### src/rtl/brf_pkg.sv
package brf_pkg;
  typedef enum logic [2:0] {
    BK_USR = 3'd0, BK_FIQ = 3'd1, BK_IRQ = 3'd2,
    BK_SVC = 3'd3, BK_ABT = 3'd4, BK_UND = 3'd5
  } bank_e;

  localparam int NAMES    = 16;
  localparam int N_EXC    = 5;
  localparam int FIQ_LO   = 8;
  localparam int FIQ_HI   = 14;
  localparam int SP_IDX   = 13;
  localparam int LR_IDX   = 14;
  localparam int FIQ_BASE = NAMES;
  localparam int FIQ_CNT  = FIQ_HI - FIQ_LO + 1;
  localparam int SP_BASE  = FIQ_BASE + FIQ_CNT;
  localparam int PHYS_N   = SP_BASE + 2 * (N_EXC - 1);

  localparam logic [4:0] MD_USR = 5'b10000;
  localparam logic [4:0] MD_FIQ = 5'b10001;
  localparam logic [4:0] MD_IRQ = 5'b10010;
  localparam logic [4:0] MD_SVC = 5'b10011;
  localparam logic [4:0] MD_ABT = 5'b10111;
  localparam logic [4:0] MD_UND = 5'b11011;
  localparam logic [4:0] MD_SYS = 5'b11111;
endpackage

### src/rtl/brf_mode_decode.sv
module brf_mode_decode
  import brf_pkg::*;
(
  input  logic [4:0] mode_i,
  output bank_e      bank_o
);
  always_comb begin
    unique case (mode_i)
      MD_FIQ:  bank_o = BK_FIQ;
      MD_IRQ:  bank_o = BK_IRQ;
      MD_SVC:  bank_o = BK_SVC;
      MD_ABT:  bank_o = BK_ABT;
      MD_UND:  bank_o = BK_UND;
      default: bank_o = BK_USR;
    endcase
  end
endmodule

### src/rtl/brf_phys_map.sv
module brf_phys_map
  import brf_pkg::*;
#(
  parameter int PAW = 5
) (
  input  bank_e          bank_i,
  input  logic [3:0]     idx_i,
  output logic [PAW-1:0] pidx_o
);
  int p;
  always_comb begin
    p = int'(idx_i);
    if (bank_i == BK_FIQ && p >= FIQ_LO && p <= FIQ_HI)
      p = FIQ_BASE + (p - FIQ_LO);
    else if (bank_i != BK_USR && bank_i != BK_FIQ && (p == SP_IDX || p == LR_IDX))
      p = SP_BASE + 2 * (int'(bank_i) - int'(BK_IRQ)) + (p - SP_IDX);
    pidx_o = PAW'(p);
  end
endmodule

### src/rtl/brf_storage.sv
module brf_storage #(
  parameter int DW    = 32,
  parameter int DEPTH = 31,
  parameter int AW    = $clog2(DEPTH)
) (
  input  logic          clk,
  input  logic          rst_n,
  input  logic          we_i,
  input  logic [AW-1:0] wa_i,
  input  logic [DW-1:0] wd_i,
  input  logic [AW-1:0] ra_i,
  output logic [DW-1:0] rd_a_o,
  input  logic [AW-1:0] rb_i,
  output logic [DW-1:0] rd_b_o
);
  logic [DW-1:0] mem_q [DEPTH];

  genvar g;
  generate
    for (g = 0; g < DEPTH; g++) begin : g_cell
      always_ff @(posedge clk or negedge rst_n) begin
        if (!rst_n)                          mem_q[g] <= '0;
        else if (we_i && wa_i == AW'(g))     mem_q[g] <= wd_i;
      end
    end
  endgenerate

  assign rd_a_o = (int'(ra_i) < DEPTH) ? mem_q[ra_i] : '0;
  assign rd_b_o = (int'(rb_i) < DEPTH) ? mem_q[rb_i] : '0;
endmodule

### src/rtl/banked_regfile.sv
module banked_regfile
  import brf_pkg::*;
#(
  parameter int DW = 32
) (
  input  logic          clk,
  input  logic          rst_n,
  input  logic [4:0]    mode_i,
  input  logic [3:0]    rd_a_idx,
  output logic [DW-1:0] rd_a_data,
  input  logic [3:0]    rd_b_idx,
  output logic [DW-1:0] rd_b_data,
  input  logic          wr_en,
  input  logic [3:0]    wr_idx,
  input  logic [DW-1:0] wr_data,
  input  logic [DW-1:0] cur_status_i,
  input  logic          sts_wr_en,
  input  logic [DW-1:0] sts_wr_data,
  output logic [DW-1:0] sts_rd_data
);
  localparam int PAW = $clog2(PHYS_N);

  bank_e          bank;
  logic [PAW-1:0] pidx [3];
  logic [3:0]     name [3];

  assign name[0] = rd_a_idx;
  assign name[1] = rd_b_idx;
  assign name[2] = wr_idx;

  brf_mode_decode u_dec (.mode_i(mode_i), .bank_o(bank));

  genvar g;
  generate
    for (g = 0; g < 3; g++) begin : g_map
      brf_phys_map #(.PAW(PAW)) u_map (
        .bank_i(bank), .idx_i(name[g]), .pidx_o(pidx[g])
      );
    end
  endgenerate

  brf_storage #(.DW(DW), .DEPTH(PHYS_N), .AW(PAW)) u_mem (
    .clk(clk), .rst_n(rst_n),
    .we_i(wr_en), .wa_i(pidx[2]), .wd_i(wr_data),
    .ra_i(pidx[0]), .rd_a_o(rd_a_data),
    .rb_i(pidx[1]), .rd_b_o(rd_b_data)
  );

  // Saved status: one slot per exception bank, slot = bank - 1.
  logic [DW-1:0] sts_q [N_EXC];
  logic [2:0]    slot;
  assign slot = 3'(int'(bank) - 1);

  generate
    for (g = 0; g < N_EXC; g++) begin : g_sts
      always_ff @(posedge clk or negedge rst_n) begin
        if (!rst_n)
          sts_q[g] <= '0;
        else if (sts_wr_en && bank != BK_USR && slot == 3'(g))
          sts_q[g] <= sts_wr_data;
      end
    end
  endgenerate

  assign sts_rd_data = (bank == BK_USR) ? cur_status_i : sts_q[slot];
endmodule

### config.mk
export PLATFORM = sky130hd
export DESIGN_NAME = banked_regfile
export DESIGN_NICKNAME = d
export VERILOG_FILES = /design/src/rtl/brf_pkg.sv /design/src/rtl/brf_mode_decode.sv /design/src/rtl/brf_phys_map.sv /design/src/rtl/brf_storage.sv /design/src/rtl/banked_regfile.sv
export SDC_FILE = /design/constraint.sdc
export NUM_CORES = 2
export LEC_CHECK = 0
export ABC_AREA = 1
export CORE_UTILIZATION = 25
export CTS_CLUSTER_SIZE = 10
export DETAILED_ROUTE_END_ITERATION = 10
export PLACE_DENSITY_LB_ADDON = 0.08
export SYNTH_ARGS = -nofsm -noshare
export SYNTH_HDL_FRONTEND = slang
export SYNTH_HIERARCHICAL = 1
export SYNTH_SLANG_ARGS = --single-unit
### constraint.sdc
create_clock -name clk -period 6.6 [get_ports clk]
set_clock_uncertainty 0.1 [all_clocks]
set_input_delay 1.98 -clock clk [delete_from_list [all_inputs] [get_ports clk]]
set_output_delay 1.98 -clock clk [all_outputs]
set_load 0.005 [all_outputs]
# ---- Yosys cells after proc, flatten, opt, wreduce, memory -nomap -nowiden
# Cells that the tools add are included.
dict set report word_totals {
  ff_bits 1152
  input_bits 117
  elab_cells 185
}
dict set report classes {
  addsub 15
  order_cmp 11
  n_eq_ne 47
  mux 19
  bitwise_logic 3
  reduce_logical 54
}
# operator count
set op_table {}
lappend op_table {{$bmux W32 S5} 2}
lappend op_table {{$mux W32} 9}
lappend op_table {{$eq A5 B5 Y1 const B} 20}
lappend op_table {{$bmux W32 S3} 1}
lappend op_table {{$logic_and A1 B1 Y1} 47}
lappend op_table {{$eq A5 B4 Y1 const B} 8}
lappend op_table {{$mux W5} 6}
lappend op_table {{$sub A4 B4 Y5 const B} 6}
lappend op_table {{$add A5 B5 Y5 const A} 4}
lappend op_table {{$eq A5 B3 Y1 const B} 4}
lappend op_table {{$ge A4 B4 Y1 const B} 4}
lappend op_table {{$add A5 B5 Y5} 3}
lappend op_table {{$pmux W3 S5} 1}
lappend op_table {{$eq A4 B2 Y1 const B} 3}
lappend op_table {{$eq A4 B3 Y1 const B} 3}
lappend op_table {{$ge A6 B6 Y1 const B} 2}
lappend op_table {{$le A4 B4 Y1 const B} 3}
lappend op_table {{$not A5 Y6} 2}
lappend op_table {{$eq A5 B2 Y1 const B} 2}
lappend op_table {{$lt A5 B5 Y1 const B} 2}
lappend op_table {{$eq A3 B1 Y1 const B} 2}
lappend op_table {{$eq A3 B2 Y1 const B} 2}
lappend op_table {{$logic_not A3 Y1} 2}
lappend op_table {{$eq A5 B1 Y1 const B} 1}
lappend op_table {{8 further kinds} 10}

# ---- Depth between registers and ports, before layout
dict set report depth {
  depth_word 12
  depth_mapped 20
  depth_no_buf 19
}

# ---- Cells and area by module
# The synthesis kept the hierarchy.
# module instances cells_each area_per_inst_um2
set modules_own_cells {}
lappend modules_own_cells {brf_storage 1 8593 56802.0}
lappend modules_own_cells {banked_regfile 1 1170 8421.8}
lappend modules_own_cells {brf_phys_map 3 39 224.0}
lappend modules_own_cells {brf_mode_decode 1 12 55.1}

# ---- Worst setup path before layout
# OpenSTA, ideal clock, no wires.
dict set report synth_timing {
  path_type {in2out}
  startpoint {input mode_i[2]}
  endpoint {output rd_b_data[6]}
  arrival_time_ps 4851
  required_time_ps 4520
  path_slack_ps -331
  cell_stages 18
  n_path_buf 1
  cell_sequence {inv_1 -> nand2_2 -> nor2_1 -> inv_1 -> fa_1 -> inv_1 -> fa_1 -> nor2_1 -> nor2_1 -> inv_1 -> nor2_1 -> clkbuf_1 -> nand2_1 -> nand2_1 -> inv_1 -> nand2_1 -> nand2_1 -> nand2_1}
}
# element line_no
set synth_rtl {}
lappend synth_rtl {{start: declaration} banked_regfile.sv:8} ;# input logic [4:0] mode_i,
lappend synth_rtl {{end: declaration} banked_regfile.sv:12} ;# output logic [DW-1:0] rd_b_data,

==> impl_metrics.ini <==
[clock_network]
cts.path.max_buffers = 3
clockRootBuffer = clkbuf_16
clock_latency_ns = 0.82
cts_max_level = 4
cts_hold_buf = 0
clkSinkCount = 1152
cts_tree = done
cts_buffers = 152
clk_pin_slew_ns = 0.05

[setup_path]
crit_path_start = rd_b_idx[2]
reg2reg_depth = 2
path_max_fanout = 6
reg2reg_to = u_mem/mem_q[611]
cp_data_required_time_ns = 4.52
critPathKind = input port to output port
crit-reg2reg-launch = u_mem/mem_q[611]
cp.arrival_ns = 5.06
endpoint = rd_b_data[10]
r2r_slack_ns = 5.74
critPathLaunchType = input port
end_kind = output port

[final_layout]
final_area_um2 = 85200
final_util_pct = 32.5
fin_cells = 13800
syn_to_final_growth_pct = 29.2
layout-drive-gt1-share_pct = 14.5
fin_nets = 10300

[logic_synthesis]
yosys_most_used_dff = dfrtp_1
synth-edff-count = 0
async_reset_ff_share_pct = 100
synth.most_common_cell = nand2_1
synth.net_count = 10000
synth_cells = 9892
ys_seq_area_share_pct = 43.7
syn-cell-area_um2 = 66000
synthMuxAreaShare_pct = 0
yosys.area_share.simple_pct = 36.8
synth.distinct_cells = 30
synth_top_family_by_area = simple AND/OR/NAND/NOR gates
synth-seq-cells = 1152
synth.avg_cell_area_um2 = 6.67
synth_xor_area_share_pct = 0.0398
synthAdderAreaFrac_pct = 0.448
yosys-top-cells-area = dfrtp_1 44%, nand2_1 22%, nand3_1 9.0%
synth_top_area_share_pct = 43.7
synth_top_area_cell = dfrtp_1
synth_compound_area_share_pct = 9.98
yosysWarnings = 6
yosys-top-cells-count = 3936 x nand2_1, 1183 x nand3_1, 1152 x dfrtp_1

[placed_design]
placed_area_um2 = 76300
portBuffers = 212
dp_slack_ns = -1.63
dp.cells = 13400
place_congestion = 0.862
dpl.hpwl_um = 211000

[job]
max_cap_viol_count = 0

[drt]
routed_via_density = 4.90
wl_per_cell_um = 24.7
drc = 0
drt-total-wl_um = 341000
firstDrtPassIters = 7
vias = 67600
antenna_left = 0
drt_iter0_markers = 6118

[power]
ir_drop_mv = 0.277
power.total_mw = 21.9
leakage_nw = 41.7
power.density_nw_per_um2 = 258

[die]
pin_count = 213
coreArea_um2 = 262000
start_util_pct = 25.1
die_height_um = 516
die-area_um2 = 266000
fp.dieW_um = 516
fp-row-count = 188

[sta]
final-setup-viol-count = 64
rsz0062_at_grt = true
finalMaxSlewViolations = 0
period_needed_ns = 7.14
worst_slack_ns = -0.538
fmax_mhz = 140
hold_violations = 0
fin_hold_ws_ns = 0.374
fin_tns_setup_ns = -26.81
slew_headroom_pct = 22.1
tightest_slew_ns = 1.17
finalCritPeriodShare_pct = 108

[grt]
grt_pass1_wl_um = 489000
grt_pass1_vias = 64700
grt_use_total_pct = 25.3
antenna_found_initial = 9
grt_max_degree = 127
grt-ovfl-total = 0

[outcome]
failed_checks = negative setup slack
status = finished with violations

[hold_path]
min_path_type = register to register
==> layout by cell type (no fill, tap or decap), drive strengths merged, types with 4 or more instances in the layout <==
cell type,instances
nor2,731
fa,6
diode,6
nand2,3963
buf,730
dlymetal6s2s,31
clkinv,19
or2,85
bufbuf,5
ha,14
dlygate4sd2,4
a21oi,32
inv,697
nand3,1183
o211ai,37
nand3b,5
dfrtp,1152
clkbuf,248
o21ai,1227
clkdlybuf4s50,104
==> where the power goes <==
| part | total, mW | switching [mW] | internal, mW |
|---|---|---|---|
| Combinational | 4.81 | 2.97 | 1.84 |
| Sequential | 8.75 | 0.724 | 8.02 |
| Clock | 8.39 | 3.52 | 4.87 |
| Total | 21.9 | 7.21 | 14.7 |
==> what timing repair did <==
action | 4_1_cts | 5_1_grt
endpoints found under the setup margin | 96 | 95
gates cloned | 12 | 9
buffers inserted | 85 | 37
gates resized for setup | 602 | 369
pin swaps | 146 | 150
hold endpoints to repair | 0 | 0
==> cell families after synthesis <==
group / Yosys count
AO/OA/AOI/OAI: 1296
XOR/XNOR: 3
adder cells (fa/ha/maj): 20
buffers and inverters: 1452
flip-flops: 1152
AND/OR/NAND/NOR: 5969
==> flip-flops by register name, summed over array words and instances (netlist names) <==
signal	cells
u_mem/mem_q	992
sts_q	160
==> critical path, cell delays in order <==
cell,delay (ns)
clkdlybuf4s50_1,0.56
ha_4,0.24
ha_4,0.15
fa_1,0.54
nor2_1,0.05
nor2_1,0.11
buf_6,0.19
inv_6,0.05
nor2_4,0.11
buf_12,0.14
buf_12,0.13
buf_12,0.14
buf_6,0.10
nand2_2,0.04
nand2_1,0.06
inv_1,0.04
nand2_1,0.04
nand2_1,0.06
nand2_2,0.08
buf_12,0.13
buf_6,0.09
==> metal layers <==
| layer | GRT usage, % | wire length, um |
|---|---|---|
| met3 | 3.71 | 20200 |
| met1 | 36.3 | 161000 |
| met4 | 7.28 | 9820 |
| met2 | 38.9 | 150000 |
| met5 | 0 | 27 |
==> layout make-up <==
| type | count | area [um^2] |
|---|---|---|
| inverters | 694 | 2720 |
| clock inverters | 27 | 357 |
| repair buffers | 884 | 11000 |
| clock buffers | 238 | 4570 |
| diodes | 6 | 15.0 |
| flip-flops and latches | 1152 | 28800 |
| fillers | 28300 | 177000 |
| multi-input cells | 7288 | 33300 |
| well taps | 3515 | 4400 |
==> worst min path at each step <==
| stage | startpoint | cells past startpoint | end | slack (ns) |
|---|---|---|---|---|
| 3_3_place_gp | sts_q[16] | 2 | sts_q[16] | 0.36 |
| 6_report | sts_q[16] | 2 | sts_q[16] | 0.37 |
| 3_5_place_dp | sts_q[21] | 2 | sts_q[21] | 0.36 |
| 5_1_grt | u_mem/mem_q[42] | 2 | u_mem/mem_q[42] | 0.40 |
| 2_1_floorplan | sts_q[1] | 2 | sts_q[1] | 0.35 |
| 4_1_cts | sts_q[21] | 2 | sts_q[21] | 0.38 |
Power figures use the tool's default switching activity.
